==> src/rtl/alarm_tx_pkg.sv <==
package alarm_tx_pkg;
  localparam int MSG_W  = 6;
  localparam int FLAG_W = 8;
  localparam int CW_W   = FLAG_W + MSG_W + 2;

  localparam logic [1:0] FM_DS3_INT = 2'b00;
  localparam logic [1:0] ALM_AIS    = 2'b01;

  // Codeword: position 0 is sent first.
  function automatic logic [CW_W-1:0] build_cw(input logic [MSG_W-1:0] msg);
    return {1'b0, msg, 1'b0, {FLAG_W{1'b1}}};
  endfunction

  function automatic logic chan_enabled(input logic [1:0] mode, input logic [1:0] alm);
    return (mode == FM_DS3_INT) && (alm != ALM_AIS);
  endfunction
endpackage

==> src/rtl/alm_pend_reg.sv <==
module alm_pend_reg
  import alarm_tx_pkg::*;
(
  input  logic             clk,
  input  logic             rst_n,
  input  logic             wr_en,
  input  logic [MSG_W-1:0] wr_msg,
  input  logic             wr_enable,
  input  logic             consume,
  output logic             pend_valid,
  output logic [MSG_W-1:0] pend_msg,
  output logic             pend_en
);
  always_ff @(posedge clk or negedge rst_n) begin
    if (!rst_n) begin
      pend_valid <= 1'b0;
      pend_msg   <= '0;
      pend_en    <= 1'b0;
    end else if (wr_en) begin
      pend_valid <= 1'b1;
      pend_msg   <= wr_msg;
      pend_en    <= wr_enable;
    end else if (consume) begin
      pend_valid <= 1'b0;
    end
  end
endmodule

==> src/rtl/alm_seq.sv <==
module alm_seq
  import alarm_tx_pkg::*;
#(
  parameter int REPEATS = 10
) (
  input  logic             clk,
  input  logic             rst_n,
  input  logic             slot_stb,
  input  logic             pend_valid,
  input  logic [MSG_W-1:0] pend_msg,
  input  logic             pend_en,
  output logic             consume,
  output logic             raw_bit,
  output logic             active,
  output logic             cw_end,
  output logic             burst_done
);
  localparam int IDX_W = $clog2(CW_W);
  localparam int REP_W = (REPEATS > 1) ? $clog2(REPEATS) : 1;

  logic [IDX_W-1:0] bit_idx;
  logic [REP_W-1:0] rep_cnt;
  logic [MSG_W-1:0] cur_msg;
  logic [CW_W-1:0]  cw;
  logic             idle_take, last_rep, load;

  assign cw         = build_cw(cur_msg);
  assign cw_end     = slot_stb && active && (bit_idx == IDX_W'(CW_W - 1));
  assign idle_take  = slot_stb && !active && pend_valid;
  assign consume    = idle_take || (cw_end && pend_valid);
  assign last_rep   = (rep_cnt == REP_W'(REPEATS - 1));
  assign burst_done = cw_end && !pend_valid && last_rep;
  assign load       = consume && pend_en;
  assign raw_bit    = active ? cw[bit_idx] : 1'b1;

  always_ff @(posedge clk or negedge rst_n) begin
    if (!rst_n) begin
      active  <= 1'b0;
      bit_idx <= '0;
      rep_cnt <= '0;
      cur_msg <= '0;
    end else if (load) begin
      active  <= 1'b1;
      bit_idx <= '0;
      rep_cnt <= '0;
      cur_msg <= pend_msg;
    end else if (cw_end) begin
      bit_idx <= '0;
      if (pend_valid || last_rep) active <= 1'b0;
      else                        rep_cnt <= rep_cnt + 1'b1;
    end else if (slot_stb && active) begin
      bit_idx <= bit_idx + 1'b1;
    end
  end
endmodule

==> src/rtl/alarm_code_tx.sv <==
module alarm_code_tx
  import alarm_tx_pkg::*;
#(
  parameter int REPEATS = 10
) (
  input  logic       clk,
  input  logic       rst_n,
  input  logic       wr_en,
  input  logic [5:0] wr_msg,
  input  logic       wr_enable,
  input  logic       slot_stb,
  input  logic [1:0] framer_mode,
  input  logic [1:0] alarm_sel,
  output logic       tx_bit,
  output logic       tx_oe,
  output logic       tx_irq
);
  logic             pend_valid, pend_en, consume;
  logic [MSG_W-1:0] pend_msg;
  logic             raw_bit, active, cw_end, burst_done;

  alm_pend_reg u_pend (
    .clk(clk), .rst_n(rst_n), .wr_en(wr_en), .wr_msg(wr_msg),
    .wr_enable(wr_enable), .consume(consume), .pend_valid(pend_valid),
    .pend_msg(pend_msg), .pend_en(pend_en)
  );

  alm_seq #(.REPEATS(REPEATS)) u_seq (
    .clk(clk), .rst_n(rst_n), .slot_stb(slot_stb), .pend_valid(pend_valid),
    .pend_msg(pend_msg), .pend_en(pend_en), .consume(consume),
    .raw_bit(raw_bit), .active(active), .cw_end(cw_end), .burst_done(burst_done)
  );

  always_ff @(posedge clk or negedge rst_n) begin
    if (!rst_n)          tx_irq <= 1'b0;
    else if (wr_en)      tx_irq <= 1'b0;
    else if (burst_done) tx_irq <= 1'b1;
  end

  assign tx_oe  = chan_enabled(framer_mode, alarm_sel);
  assign tx_bit = tx_oe & raw_bit;
endmodule

==> config.mk <==
export PLATFORM = sky130hd
export DESIGN_NAME = alarm_code_tx
export DESIGN_NICKNAME = d
export VERILOG_FILES = /design/src/rtl/alarm_tx_pkg.sv /design/src/rtl/alm_pend_reg.sv /design/src/rtl/alm_seq.sv /design/src/rtl/alarm_code_tx.sv
export SDC_FILE = /design/constraint.sdc
export NUM_CORES = 1
export LEC_CHECK = 0
export BUFFER_PORTS_ARGS = -buffer_cell sky130_fd_sc_hd__clkbuf_2
export CORE_ASPECT_RATIO = 1.2
export CORE_MARGIN = 2
export CORE_UTILIZATION = 30
export DETAILED_ROUTE_END_ITERATION = 10
export PLACE_DENSITY = 0.47
export SLEW_MARGIN = 10
export SYNTH_ARGS = -nofsm -noshare
export SYNTH_HDL_FRONTEND = slang
export SYNTH_SLANG_ARGS = --single-unit
==> constraint.sdc <==
create_clock -name clk -period 1.8 [get_ports clk]
set_input_delay 0.27 -clock clk [delete_from_list [all_inputs] [get_ports clk]]
set_output_delay 0.27 -clock clk [all_outputs]
set_load 0.01 [all_outputs]
======== Word level (Yosys, flattened, before mapping) ========
Cells that the tools add are included.
word-level totals
  register bits after elaboration ......... 24
  word-level logic and storage cells ...... 53
  bits of input ports ..................... 15
  output and inout port bits .............. 3
operators by class
  mux-type cells .......................... 16
  bitwise logic cells ..................... 1
  add/sub/neg operators ................... 2
  eq/ne operators ......................... 4
  magnitude comparators ................... 1
  reductions and logical operators ........ 21
operator list
  operator                                                                      count
  4-bit two-way mux                                                             6
  1-bit logical AND                                                             9
  1-bit two-way mux                                                             9
  4-bit by 1-bit adder with 4-bit output, second input constant                 2
  4-bit == test, second input constant                                          2
  2-bit nonzero test                                                            4
  4-bit by 5-bit less-than comparator with 1-bit output, second input constant  1
  1-bit binary-select mux with 4-bit select                                     1
  2-bit by 1-bit inequality test with 1-bit output, second input constant       2
  2-bit AND reduction                                                           2
  3-bit nonzero test                                                            1
  1-bit zero test                                                               2
  2-bit zero test                                                               1
  1-bit logical OR                                                              2
  1-bit bitwise AND                                                             1

======== Longest topological paths before layout ========
Gate-level depths: netlist of the first run.
  depth in word-level cells ............... 7
  gate-level depth with buffers ........... 6
  mapped depth without buffers ............ 6

======== Cells and area by module ========
Synthesis of the first run repeated with hierarchy kept, for this count alone.
second synthesis, totals
  cell total of the unflattened synthesis .. 96
  area total of the unflattened synthesis .. 1202.4 sq um
modules (own cells, without submodules)
  module         cells each  area each (sq um)  times used
  alm_seq        71          810.8              1
  alm_pend_reg   18          329.1              1
  alarm_code_tx  7           62.6               1

======== Worst setup path after synthesis of the first run ========
Ideal clock, no wire load.
  path kind ............................... reg-to-reg
  start point ............................. reg u_seq.bit_idx[1]
  end point ............................... reg u_seq.cur_msg[3]
  stages on the path, launching flop included .. 7
  setup slack ............................. 218 ps
  buffers on the path ..................... 1
  required time ........................... 1675 ps
  clock period less this slack ............ 1582 ps
  arrival ................................. 1457 ps
  cell sequence ........................... dfrtp_1 ha_1 and3_4 o21ai_2 nor2_4 buf_8 mux2_4
on the way
  longest elaborated chain between the ends .. 5
ends and longest elaborated chain
  item                      line           text
  start: declaration        alm_seq.sv:21  logic [IDX_W-1:0] bit_idx;
  start signal: assignment  alm_seq.sv:52  bit_idx <= bit_idx + 1'b1;
  4-bit == test             alm_seq.sv:28  assign cw_end = slot_stb && active && (bit_idx == IDX_W'(CW_W - 1));
  1-bit logical AND         alm_seq.sv:28
  1-bit logical AND         alm_seq.sv:30  assign consume = idle_take || (cw_end && pend_valid);
  1-bit logical OR          alm_seq.sv:30
  1-bit logical AND         alm_seq.sv:33  assign load = consume && pend_en;
  end signal: assignment    alm_seq.sv:46  cur_msg <= pend_msg;
  end: declaration          alm_seq.sv:23  logic [MSG_W-1:0] cur_msg;
Every way passes these cells.
A chain may end at the register's enable or synchronous reset.

======== Worst setup path in the final report of the first run ========
  start point ............................. reg u_seq.bit_idx[0]
  end point ............................... out tx_bit
on the way
  longest elaborated chain between the ends .. 4
ends and longest elaborated chain
  item                                       line                 text
  1-bit binary-select mux with 4-bit select  alm_seq.sv:34        assign raw_bit = active ? cw[bit_idx] : 1'b1;
  1-bit two-way mux (implied by the code)    alm_seq.sv:34
  1-bit two-way mux                          alm_seq.sv:34
  1-bit bitwise AND                          alarm_code_tx.sv:41  assign tx_bit = tx_oe & raw_bit;
  end: declaration                           alarm_code_tx.sv:14  output logic tx_bit,
Every way passes these cells. The select of a mux whose other input is x is not followed.

==> summary.md, run 1 <==
| Metric | Value |
|---|---|
| Delay-heaviest family, CP | compound AO/OA/AOI/OAI gates |
| Unrepaired setup endpoints after global routing | false |
| Total number of vias | between 800 and 900 |
| Total CTS buffers | 3 |
| Worst-Margin Slew | between 600 and 700 ps |
| Ys Warns | 0 |
| Status | finished with violations |
| Syn Area/Cell | 11.5 µm² |
| Number of global-route vias before repair | about 830 |
| GR Overflow Total | 0 |
| Failing checks | hold timing |
| Pre-Repair DR Iteration Count | 4 |
| Mapped Area | ~0.0012 mm² |
| RR Startpoint | u_seq.bit_idx[0]$_DFFE_PN0P_ |
| DP Wirelength | about 1700 µm |
| Count of distinct cell types in the synthesized netlist | 33 |
| CP Class | reg -> out |
| Clock buffer depth | 2 |
| Avg Vias per Cell | ~4.6 |
| CP Cell Sequence | buf_4, o311ai_0, o21ai_1, clkbuf_2 |
| Max stage delay on crit path | slightly below 400 ps |
| Setup TNS | 0 ps |
| GPL Wtd Cong | just under 0.9 |
| Total power divided by cell area | 1200 mW/mm² |
| CTS tree | built |
| Worst Path Max Fanout | 10 |
| Mapped Cells | around 100 |
| Crit path time final | roughly 1700 ps |
| Final Hold Vio Count | 16 |
| Type of origin of the critical path | flip-flop |
| Fin nets | between 100 and 150 |
| Setup violations, final | 0 |
| CTS root buf | clkbuf_8 |
| Core footprint | around 0.0037 mm² |
| Remaining DRCs | 0 |
| Post-route antenna net violation count | 0 |
| CP Data Required Time | approximately 1500 ps |
| CTS clk-pin slew, worst paths | about 90 ps |
| Layout Area Growth over Synthesis | 19.7% |
| Clock sink total | 24 |
| Initial antenna violation count | 0 |
| Io pins | 18 |
| Largest net degree at the start of global routing | 25 |
| MaxCap Viol Count | 0 |
| CP bufs+invs | 2 |
| Ant. Diodes | 0 |
| Share of the clock period used by the worst path | between 90% and 100% |
| CTS H-tree lvls | 1 |
| Crit. End Element | primary output |
| Clock Skews | 6.85 ps |
| Max Fclk | 0.588 GHz |
| Wire per inst | approximately 13 µm |
| Starting DRT DRC Count | 6 |
| Leakage | 0.636 nW |
| Fin util | about two fifths |
| Synth Net Count | 120 |
| Post-synthesis sequential area ratio | between 50% and 60% |
| Post-synthesis register bit count | 24 |
| Final hold slack | -7.84 ps |
| Critical path arrival | approximately 1400 ps |
| Routed wire length | between 2000 and 2500 µm |
| Slew Viols, Final | 0 |
| Overall Global Routing Usage | about an eighth |
| Slew HR | 59.9% |
| Worst R2R Setup Slack | between 100 and 150 ps |
| Clk Latency, worst-skew pair | between 200 and 300 ps |
| Total Die Area | around 0.0044 mm² |
| Die height | ~72 µm |
| Worst setup path startpoint | u_seq.bit_idx[0]$_DFFE_PN0P_ |
| Starting Density | between 30% and 40% |
| Layout cells sized above 1 | between 30% and 40% |
| Number of port buffers | 17 |
| # rows | 24 |
| DIE WIDTH | slightly above 60 µm |
| First-pass GRT wire length | around 3800 µm |
| Hold/Removal Path Class | in -> async |
| Maximum vdd drop | roughly 0.54 mV |
| Slowest stage cell, crit path | dfrtp_1 |
[Yosys cell counts]
| master | number | area share (%) |
|---|---|---|
| o21ai_2 | 1 | 0.75 |
| o211ai_1 | 1 | 0.64 |
| and3b_1 | 1 | 0.75 |
| a31oi_1 | 1 | 0.53 |
| nor4b_2 | 1 | 1.3 |
| o311ai_0 | 1 | 0.75 |
| mux2_2 | 10 | 9.6 |
| o21ai_0 | 6 | 2.6 |
| nand2b_1 | 1 | 0.53 |
| nor3_2 | 1 | 0.85 |
| or3_1 | 1 | 0.53 |
| xnor2_1 | 3 | 2.2 |
| nor2_1 | 7 | 2.2 |
| clkbuf_1 | 2 | 0.64 |
| and3_4 | 1 | 0.96 |
| nor3_1 | 1 | 0.43 |
| xor2_1 | 1 | 0.75 |
| nand3_1 | 3 | 1.3 |
| mux2_4 | 3 | 3.8 |
| ha_1 | 3 | 3.2 |
| buf_8 | 1 | 1.3 |
| a21oi_1 | 6 | 2.6 |
| nand3_2 | 1 | 0.85 |
| inv_1 | 5 | 1.6 |
| nor2_4 | 1 | 0.96 |
| dfrtp_1 | 24 | 51 |
| nand3b_1 | 2 | 1.3 |
| buf_2 | 1 | 0.43 |
| a21o_1 | 1 | 0.64 |
| nand2_1 | 8 | 2.6 |
| o31ai_1 | 1 | 0.64 |
| a211oi_1 | 1 | 0.64 |
| mux2_1 | 1 | 0.96 |
[cells in the final DEF, fill, tap and decap left out]
master / instances
dfrtp_1: 23
clkbuf_2: 17
mux2_2: 10
nand2_1: 8
nor2_1: 7
a21oi_1: 6
inv_1: 5
buf_4: 4
xnor2_1: 3
mux2_4: 3
nand3_1: 3
o21ai_0: 3
clkbuf_8: 3
nand3b_1: 2
o21ai_1: 2
o21ai_2: 2
ha_1: 2
a211oi_1: 1
o311ai_0: 1
nand2b_1: 1
a31oi_1: 1
and3_4: 1
nor2_4: 1
and3b_1: 1
nand3_2: 1
nor3_2: 1
mux2_1: 1
nor3_1: 1
or3_1: 1
o211ai_1: 1
xor2_1: 1
o31ai_1: 1
a21o_1: 1
nor4b_2: 1
ha_2: 1
bufinv_16: 1
dfrtp_2: 1
[worst paths after layout]
check                           cells after the start                        endpoint
worst min-delay path                                1    u_seq.bit_idx[2]$_DFFE_PN0P_
worst max-delay path                                4                          tx_bit
max in group asynchronous                           1    u_seq.bit_idx[1]$_DFFE_PN0P_
worst min register to register                      1    u_seq.cur_msg[1]$_DFFE_PN0P_
min in group clk                                    2  u_pend.pend_msg[5]$_DFFE_PN0P_
worst max register to register                      6    u_seq.cur_msg[2]$_DFFE_PN0P_
[worst register-to-register path: cells and delay by family, from the launching register on]
family,cells,cell delay (ps)
AO/OA/AOI/OAI,1,70
adder cells (fa/ha/maj),1,200
buffers and inverters,1,110
flip-flops,1,360
multiplexers,1,370
AND/OR/NAND/NOR,2,460
[registers in the layout (all words and copies together), names as in the netlist]
register           count
u_seq.rep_cnt          4
u_pend.pend_valid      1
u_seq.bit_idx          4
tx_irq                 1
u_pend.pend_msg        6
u_seq.active           1
u_seq.cur_msg          6
u_pend.pend_en         1
[cell families (layout without fill, tap and decap cells)]
logic type	count (synthesis)	count (layout)	share of synthesized area, %
and+or+nand+nor	29	29	14.5
DFF	24	24	51.2
AOI/OAI and AO/OA	19	19	9.71
muxes	14	14	14.4
buffers and inverters	9	30	3.95
xor gates and xnor gates	4	4	2.99
adders and majority gates	3	3	3.20
[report_power, final]
part / internal [mW] / switching [mW]
sequential: 0.670 / 0.122
combinational: 0.225 / 0.190
clock: 0.297 / 0.176
total: 1.19 / 0.488
[through the flow]
step	instance area [µm²]	power (mW)	cells	setup WS (ps)	hold slack (ps)
2_1_floorplan	1170	1.06	102	218	-25.6
3_3_place_gp	1320	1.18	170	186	310
3_5_place_dp	1320	1.19	170	123	310
4_1_cts	1390	1.67	174	37.9	13.7
5_1_grt	1400	1.81	175	14.0	32.4
6_report	1400	1.68	175	101	-7.84
[layer usage]
| metal | part of all wire, % | GRT usage [%] | vias up |
|---|---|---|---|
| met2 | 50 | 18.0 | 21 |
| met3 | 4.4 | 1.78 | 6 |
| met5 | 0 | 0 | - |
| met1 | 44 | 15.6 | 391 |
| met4 | 2.2 | 5.80 | 0 |
| li1 | - | - | 395 |
[final cells by class]
cell class,count,area [µm²]
clock buffers,3,41.3
clock inverters,1,30.0
fillers,376,2290
inverters,5,18.8
multi-input cells,69,532
flip-flops and latches,24,602
well taps,52,65.1
repair buffers,21,115
[repair_timing]
item                       CTS  global route
setup endpoints to repair    0             3
hold buffers                 0             0
gates resized for setup      0             6
setup buffers                0             1
No activity file was read; power rests on OpenSTA's default activity.
==> run 2, diff against run 1 <==
PLACE_DENSITY = 0.48   (was 0.47)
clock period = 1.55 ns   (was 1.8 ns; I/O delays follow)
==> run 2 against run 1 <==
Against the previous run: the run ends with setup timing left; utilization is 3.4 points higher; combinational power is 64% higher; non-clock buffer count is 12 higher.
==> summary.md, run 2 (synthesized netlist as in run 1, its figures left out) <==
| Metric | Value |
|---|---|
| Status | finished with violations |
| Max stage delay on crit path | around 400 ps |
| Starting Density | approximately a third |
| CTS clk-pin slew, worst paths | approximately 80 ps |
| DIE WIDTH | 61.1 µm |
| Critical path arrival | roughly 1400 ps |
| Layout cells sized above 1 | a little under half |
| Slowest stage cell, crit path | dfrtp_1 |
| Post-route antenna net violation count | 0 |
| Maximum vdd drop | around 0.60 mV |
| Crit path time final | ~1600 ps |
| MaxCap Viol Count | 0 |
| Overall Global Routing Usage | about an eighth |
| Place WS | -41.4 ps |
| Starting DRT DRC Count | 4 |
| Layout Area Growth over Synthesis | 30.3% |
| Total power divided by cell area | around 1300 mW/mm² |
| Hold/Removal Path Class | in -> reg |
| GPL Wtd Cong | 0.743 |
| Fillers | 362 |
| Ant. Diodes | 0 |
| Type of origin of the critical path | flip-flop |
| HP Start | wr_enable |
| Io pins | 18 |
| Max Fclk | ~0.6 GHz |
| Largest net degree at the start of global routing | 25 |
| Total number of vias | roughly 860 |
| Number of port buffers | 17 |
| CP Class | reg -> out |
| Remaining DRCs | 0 |
| Leakage | around 0.70 nW |
| R2r worst-path depth | 6 |
| Final instance area | 0.00153 mm² |
| GR Overflow Total | 0 |
| Worst Path Max Fanout | 6 |
| CTS H-tree lvls | 1 |
| Most frequent cells in the layout | dfrtp_1, clkbuf_2, buf_4, mux2_2, nand2_1 |
| Wire per inst | between 10 and 15 µm |
| Number of global-route vias before repair | ~850 |
| Worst-Margin Slew | just under 600 ps |
| Routed wire length | between 2000 and 2500 µm |
| CP Data Required Time | around 1300 ps |
| Placement Cell Area | 0.00137 mm² |
| Setup TNS | -272 ps |
| Worst R2R Setup Slack | -60 ps |
| Pre-Repair DR Iteration Count | 4 |
| CTS tree | built |
| Slew Viols, Final | 0 |
| Delay-heaviest family, CP | compound AO/OA/AOI/OAI gates |
| Fin nets | between 150 and 200 |
| # rows | 24 |
| PnR worst setup slack | -69.2 ps |
| RR Startpoint | u_seq.bit_idx[0]$_DFFE_PN0P_ |
| Clock buffer depth | 2 |
| Hold path endpoint | u_pend.pend_en$_DFFE_PN0P_ |
| Total Die Area | around 0.0044 mm² |
| FF-to-FF End | u_seq.cur_msg[2]$_DFFE_PN0P_ |
| CTS root buf | clkbuf_8 |
| Fin util | between 40% and 50% |
| DP Wirelength | 1670 µm |
| Initial antenna violation count | 0 |
| Crit. End Element | primary output |
| Clk Latency, worst-skew pair | between 200 and 300 ps |
| Unrepaired setup endpoints after global routing | true |
| Setup violations, final | 7 |
| Avg Vias per Cell | 4.57 |
| Core footprint | ~0.0037 mm² |
| Slew HR | between 60 and 70% |
| Share of the clock period used by the worst path | 104% |
| First-pass GRT wire length | about 4100 µm |
| Failing checks | setup timing |
| Final Hold Vio Count | 0 |
| Clock Skews | approximately 2.3 ps |
| Regs by FF count | u_pend.pend_msg (6), u_seq.cur_msg (6) |
| Commonest non-fill, non-tap cell in the layout | dfrtp_1 |
| Die height | slightly above 70 µm |
| Clock sink total | 24 |
| CP bufs+invs | 2 |
| CP Cell Sequence | buf_6, o311ai_0, o21ai_1, buf_2 |
| Worst hold stages | 2 |
| Total CTS buffers | 3 |
## run 2: changes by cell type in the layout (fill, tap and decap cells not counted), sizes merged
cell	before	now
buf	4	16
bufinv	1	0
dlygate4sd3	0	1
## run 2: worst max path at each step
stage | depth (start not counted) | end | start
5_1_grt | 6 | tx_bit | u_seq.bit_idx[0]$_DFFE_PN0P_
6_report | 4 | tx_bit | u_seq.bit_idx[0]$_DFFE_PN0P_
2_1_floorplan | 6 | u_seq.cur_msg[3]$_DFFE_PN0P_ | u_seq.bit_idx[1]$_DFFE_PN0P_
3_3_place_gp | 6 | u_seq.rep_cnt[1]$_DFFE_PN0P_ | u_seq.rep_cnt[1]$_DFFE_PN0P_
4_1_cts | 6 | tx_bit | u_seq.bit_idx[0]$_DFFE_PN0P_
3_5_place_dp | 6 | u_seq.rep_cnt[1]$_DFFE_PN0P_ | u_seq.rep_cnt[1]$_DFFE_PN0P_
## run 2: repair_timing
| action | in CTS | in global routing |
|---|---|---|
| setup endpoints to repair | 2 | 14 |
| hold buffers | 1 | 0 |
| pin swaps | 2 | 3 |
| setup buffers | 3 | 4 |
| hold endpoints to repair | 24 | 0 |
| gates resized for setup | 5 | 13 |
## run 2: power by group
part | total (mW) | internal, mW | switching, mW
sequential | 0.912 | 0.778 | 0.133
combinational | 0.682 | 0.390 | 0.291
clock | 0.421 | 0.227 | 0.195
total | 2.01 | 1.40 | 0.619
## run 2: through the flow
| step | std cells | hold slack (ps) | power, mW |
|---|---|---|---|
| global placement | 175 | 267 | 1.41 |
| finish | 187 | 194 | 2.01 |
| global route | 187 | 198 | 2.17 |
| detailed placement | 175 | 266 | 1.43 |
| floorplan | 102 | -63.1 | 1.24 |
| CTS | 183 | 189 | 1.92 |
## run 2: worst register-to-register path: cells and delay by family (launching register included)
family	cells	cell delay, ps
muxes	1	360
buffers and inverters	1	130
adders and majority gates	1	140
AOI/OAI and AO/OA	1	60
and+or+nand+nor	2	430
DFF	1	370
## run 2: area by class of cell
class / instances / area, µm² / share of cell area, %
clock buffers: 4 / 55.1 / 3.60
inverters: 5 / 18.8 / 1.23
multi-input cells: 69 / 576 / 37.7
flip-flops and latches: 24 / 602 / 39.4
well taps: 52 / 65.1 / 4.26
repair buffers: 33 / 211 / 13.8
## run 2: metal layers
layer  part of all wire, %  track usage (%)  up-vias
met5                     0                0        -
met2                    54             20.7       13
li1                      -                -      421
met3                   3.3             1.78        2
met1                    42             15.3      419
met4                   1.1             5.80        0
==> run 3, diff against run 2 <==
ABC_AREA = 1   (was not set)
==> run 3 against run 2 <==
Against the previous run: the run now ends clean; via count grew 17%; largest cell class unchanged; critical endpoint unchanged; sequential power hardly changed; clock power up 2%.
==> summary.md, run 3 <==
| Metric | Value |
|---|---|
| Status | finished clean |
| DIE WIDTH | between 60 and 70 µm |
| Post-synthesis sequential area ratio | a little under 50% |
| Slew Viols, Final | 0 |
| Share of the clock period used by the worst path | between 90% and 100% |
| Maximum vdd drop | 0.421 mV |
| Most frequent cells in the layout | nand2_1, dfrtp_1, inv_1, clkbuf_2, o21ai_0 |
| Count of distinct cell types in the synthesized netlist | 21 |
| Count leader, synth | nand2_1 |
| Top cell type's share of synthesized area | between 40% and 50% |
| Commonest non-fill, non-tap cell in the layout | nand2_1 |
| Mapped Area | around 0.0012 mm² |
| DP Wirelength | 1760 µm |
| CTS clk-pin slew, worst paths | 90 ps |
| Number of port buffers | 17 |
| Ys Warns | 0 |
| Io pins | 18 |
| # rows | 25 |
| Max Fclk | roughly 0.67 GHz |
| Ys async rst share | 100% |
| Top_reg_cell synth | dfrtp_1 |
| EDFF count, synth | 0 |
| Setup violations, final | 0 |
| Fillers | between 400 and 500 |
| Initial antenna violation count | 0 |
| Largest net degree at the start of global routing | 25 |
| Syn Area/Cell | between 8 and 9 µm² |
| MaxCap Viol Count | 0 |
| Place WS | approximately 82 ps |
| Layout cells sized above 1 | a little under a fifth |
| Clock sink total | 24 |
| Overall Global Routing Usage | between 10% and 20% |
| Clk Latency, worst-skew pair | 260 ps |
| Pre-Repair DR Iteration Count | 4 |
| CTS H-tree lvls | 1 |
| Crit path top cell by count | a21oi_1 |
| CP Data Required Time | about 1300 ps |
| Hold/Removal Path Class | in -> reg |
| Finished Layout Cells | roughly 220 |
| Total CTS buffers | 3 |
| Crit path time final | approximately 1500 ps |
| Slew HR | between 50 and 60% |
| Synth Net Count | 166 |
| CP Class | reg -> out |
| Regs by FF count | u_pend.pend_msg (6), u_seq.cur_msg (6) |
| GR Overflow Total | 0 |
| Synth top cells by count | nand2_1, dfrtp_1, inv_1 |
| Mapped Cells | between 100 and 150 |
| Fin nets | ~190 |
| Avg Vias per Cell | ~4.5 |
| Placed insts | ~220 |
| Synth top area cells | dfrtp_1, nand2_1, inv_1 |
| Post-route antenna net violation count | 0 |
| Leakage | 0.745 nW |
| Worst-Margin Slew | a little over 600 ps |
| Layout Area Growth over Synthesis | 18.0% |
| Wire per inst | between 10 and 15 µm |
| Total Die Area | approximately 0.0046 mm² |
| Fin util | 36.5% |
| Type of origin of the critical path | flip-flop |
| Number of global-route vias before repair | slightly below 1000 |
| CTS tree | built |
| Max stage delay on crit path | 450 ps |
| CTS root buf | clkbuf_8 |
| Total power divided by cell area | around 1300 mW/mm² |
| PnR worst setup slack | 58.8 ps |
| CP Cell Sequence | inv_2, a21oi_1, nand2_1, nand3_1, a21oi_1, buf_2 |
| Core footprint | between 0.003 and 0.004 mm² |
| Clock Skews | ~4.9 ps |
| Crit. End Element | primary output |
| Routed wire length | about 2500 µm |
| Slowest stage cell, crit path | dfrtp_2 |
| Synth area leader | dfrtp_1 |
| Starting Density | 30.9% |
| Critical path arrival | 1260 ps |
| GPL Wtd Cong | around 0.78 |
| Starting DRT DRC Count | 24 |
| Worst Path Max Fanout | 6 |
| Ant. Diodes | 0 |
| Die height | 73.6 µm |
| Final Hold Vio Count | 0 |
| Remaining DRCs | 0 |
| Total number of vias | ~1000 |
| First-pass GRT wire length | around 4200 µm |
| Unrepaired setup endpoints after global routing | true |
| Post-synthesis register bit count | 24 |
| Clock buffer depth | 2 |
## run 3: cell types whose count changed after synthesis, moves of 2 or more
cell and change:
o21ai_1 +8, mux2_4 -3, nand4_1 +2, o21ai_0 +5, buf_6 +2, nand2_2 +2
nand3_1 +7, nand2_1 +31, xnor2_1 -3, mux2_2 -10, inv_1 +19
## run 3: path summary, 6_finish.rpt
kind                            cells after the start  slack (ps)                              to                          from
worst max-delay path                                6          60                          tx_bit  u_seq.bit_idx[2]$_DFFE_PN0P_
worst min-delay path                                3         170  u_pend.pend_msg[2]$_DFFE_PN0P_                     wr_msg[2]
worst max register to register                      6         130    u_seq.bit_idx[3]$_DFFE_PN0P_  u_seq.bit_idx[0]$_DFFE_PN0P_
worst min register to register                      2         500    u_seq.cur_msg[1]$_DFFE_PN0P_  u_seq.cur_msg[1]$_DFFE_PN0P_
max in group asynchronous                           2         620    u_seq.bit_idx[2]$_DFFE_PN0P_                         rst_n
min in group asynchronous                           2         500   u_pend.pend_valid$_DFFE_PN0P_                         rst_n
## run 3: through the flow
step                total power, mW  hold WS [ps]  cell area (µm²)  TNS (ps)
floorplan                      1.30         -63.1             1210         0
global placement               1.41           281             1330         0
detailed placement             1.42           286             1330         0
CTS                            1.90           166             1410         0
global route                   2.07           185             1430     -73.2
finish                         1.90           171             1430         0
## run 3: cell type report
type                    count  area, µm²  share of cell area, %
flip-flops and latches     24        602                   42.2
multi-input cells          97        503                   35.2
repair buffers             20        110                   7.71
inverters                  24       90.1                   6.31
well taps                  54       67.6                   4.73
clock buffers               4       55.1                   3.86
## run 3: power by group
part | switching [mW] | total (mW) | internal [mW]
clock | 0.201 | 0.428 | 0.227
sequential | 0.138 | 0.913 | 0.775
combinational | 0.321 | 0.559 | 0.238
total | 0.660 | 1.90 | 1.24
## run 3: metal layers
metal	share of wire (%)	vias to the layer above	GRT usage [%]
met5	0	-	0
met4	1.9	0	5.44
met3	2.4	4	2.46
met2	51	21	20.0
met1	45	469	14.9
li1	-	510	-
## run 3: logic make-up after synthesis
group                      count (synthesis)  share of synthesized area [%]
buffers and inverters                     28                           10.2
xor gates and xnor gates                   2                           1.45
adders and majority gates                  3                           3.10
and+or+nand+nor                           66                           25.0
DFF                                       24                           49.6
AOI/OAI and AO/OA                         25                           10.5
## run 3: repair_timing
item / 4_1_cts / 5_1_grt
cloned: 0 / 1
setup endpoints to repair: 1 / 12
resized for setup: 1 / 4
hold buffers: 1 / 0
endpoints found under the hold margin: 24 / 0
pin swaps: 0 / 0
buffers inserted: 2 / 0
## run 3: critical path: cells and delay by family, from the launching register on
kind	cells	cell delay, ps
compound gates	2	180
buf+inv	2	220
flops	1	450
simple gates	2	140
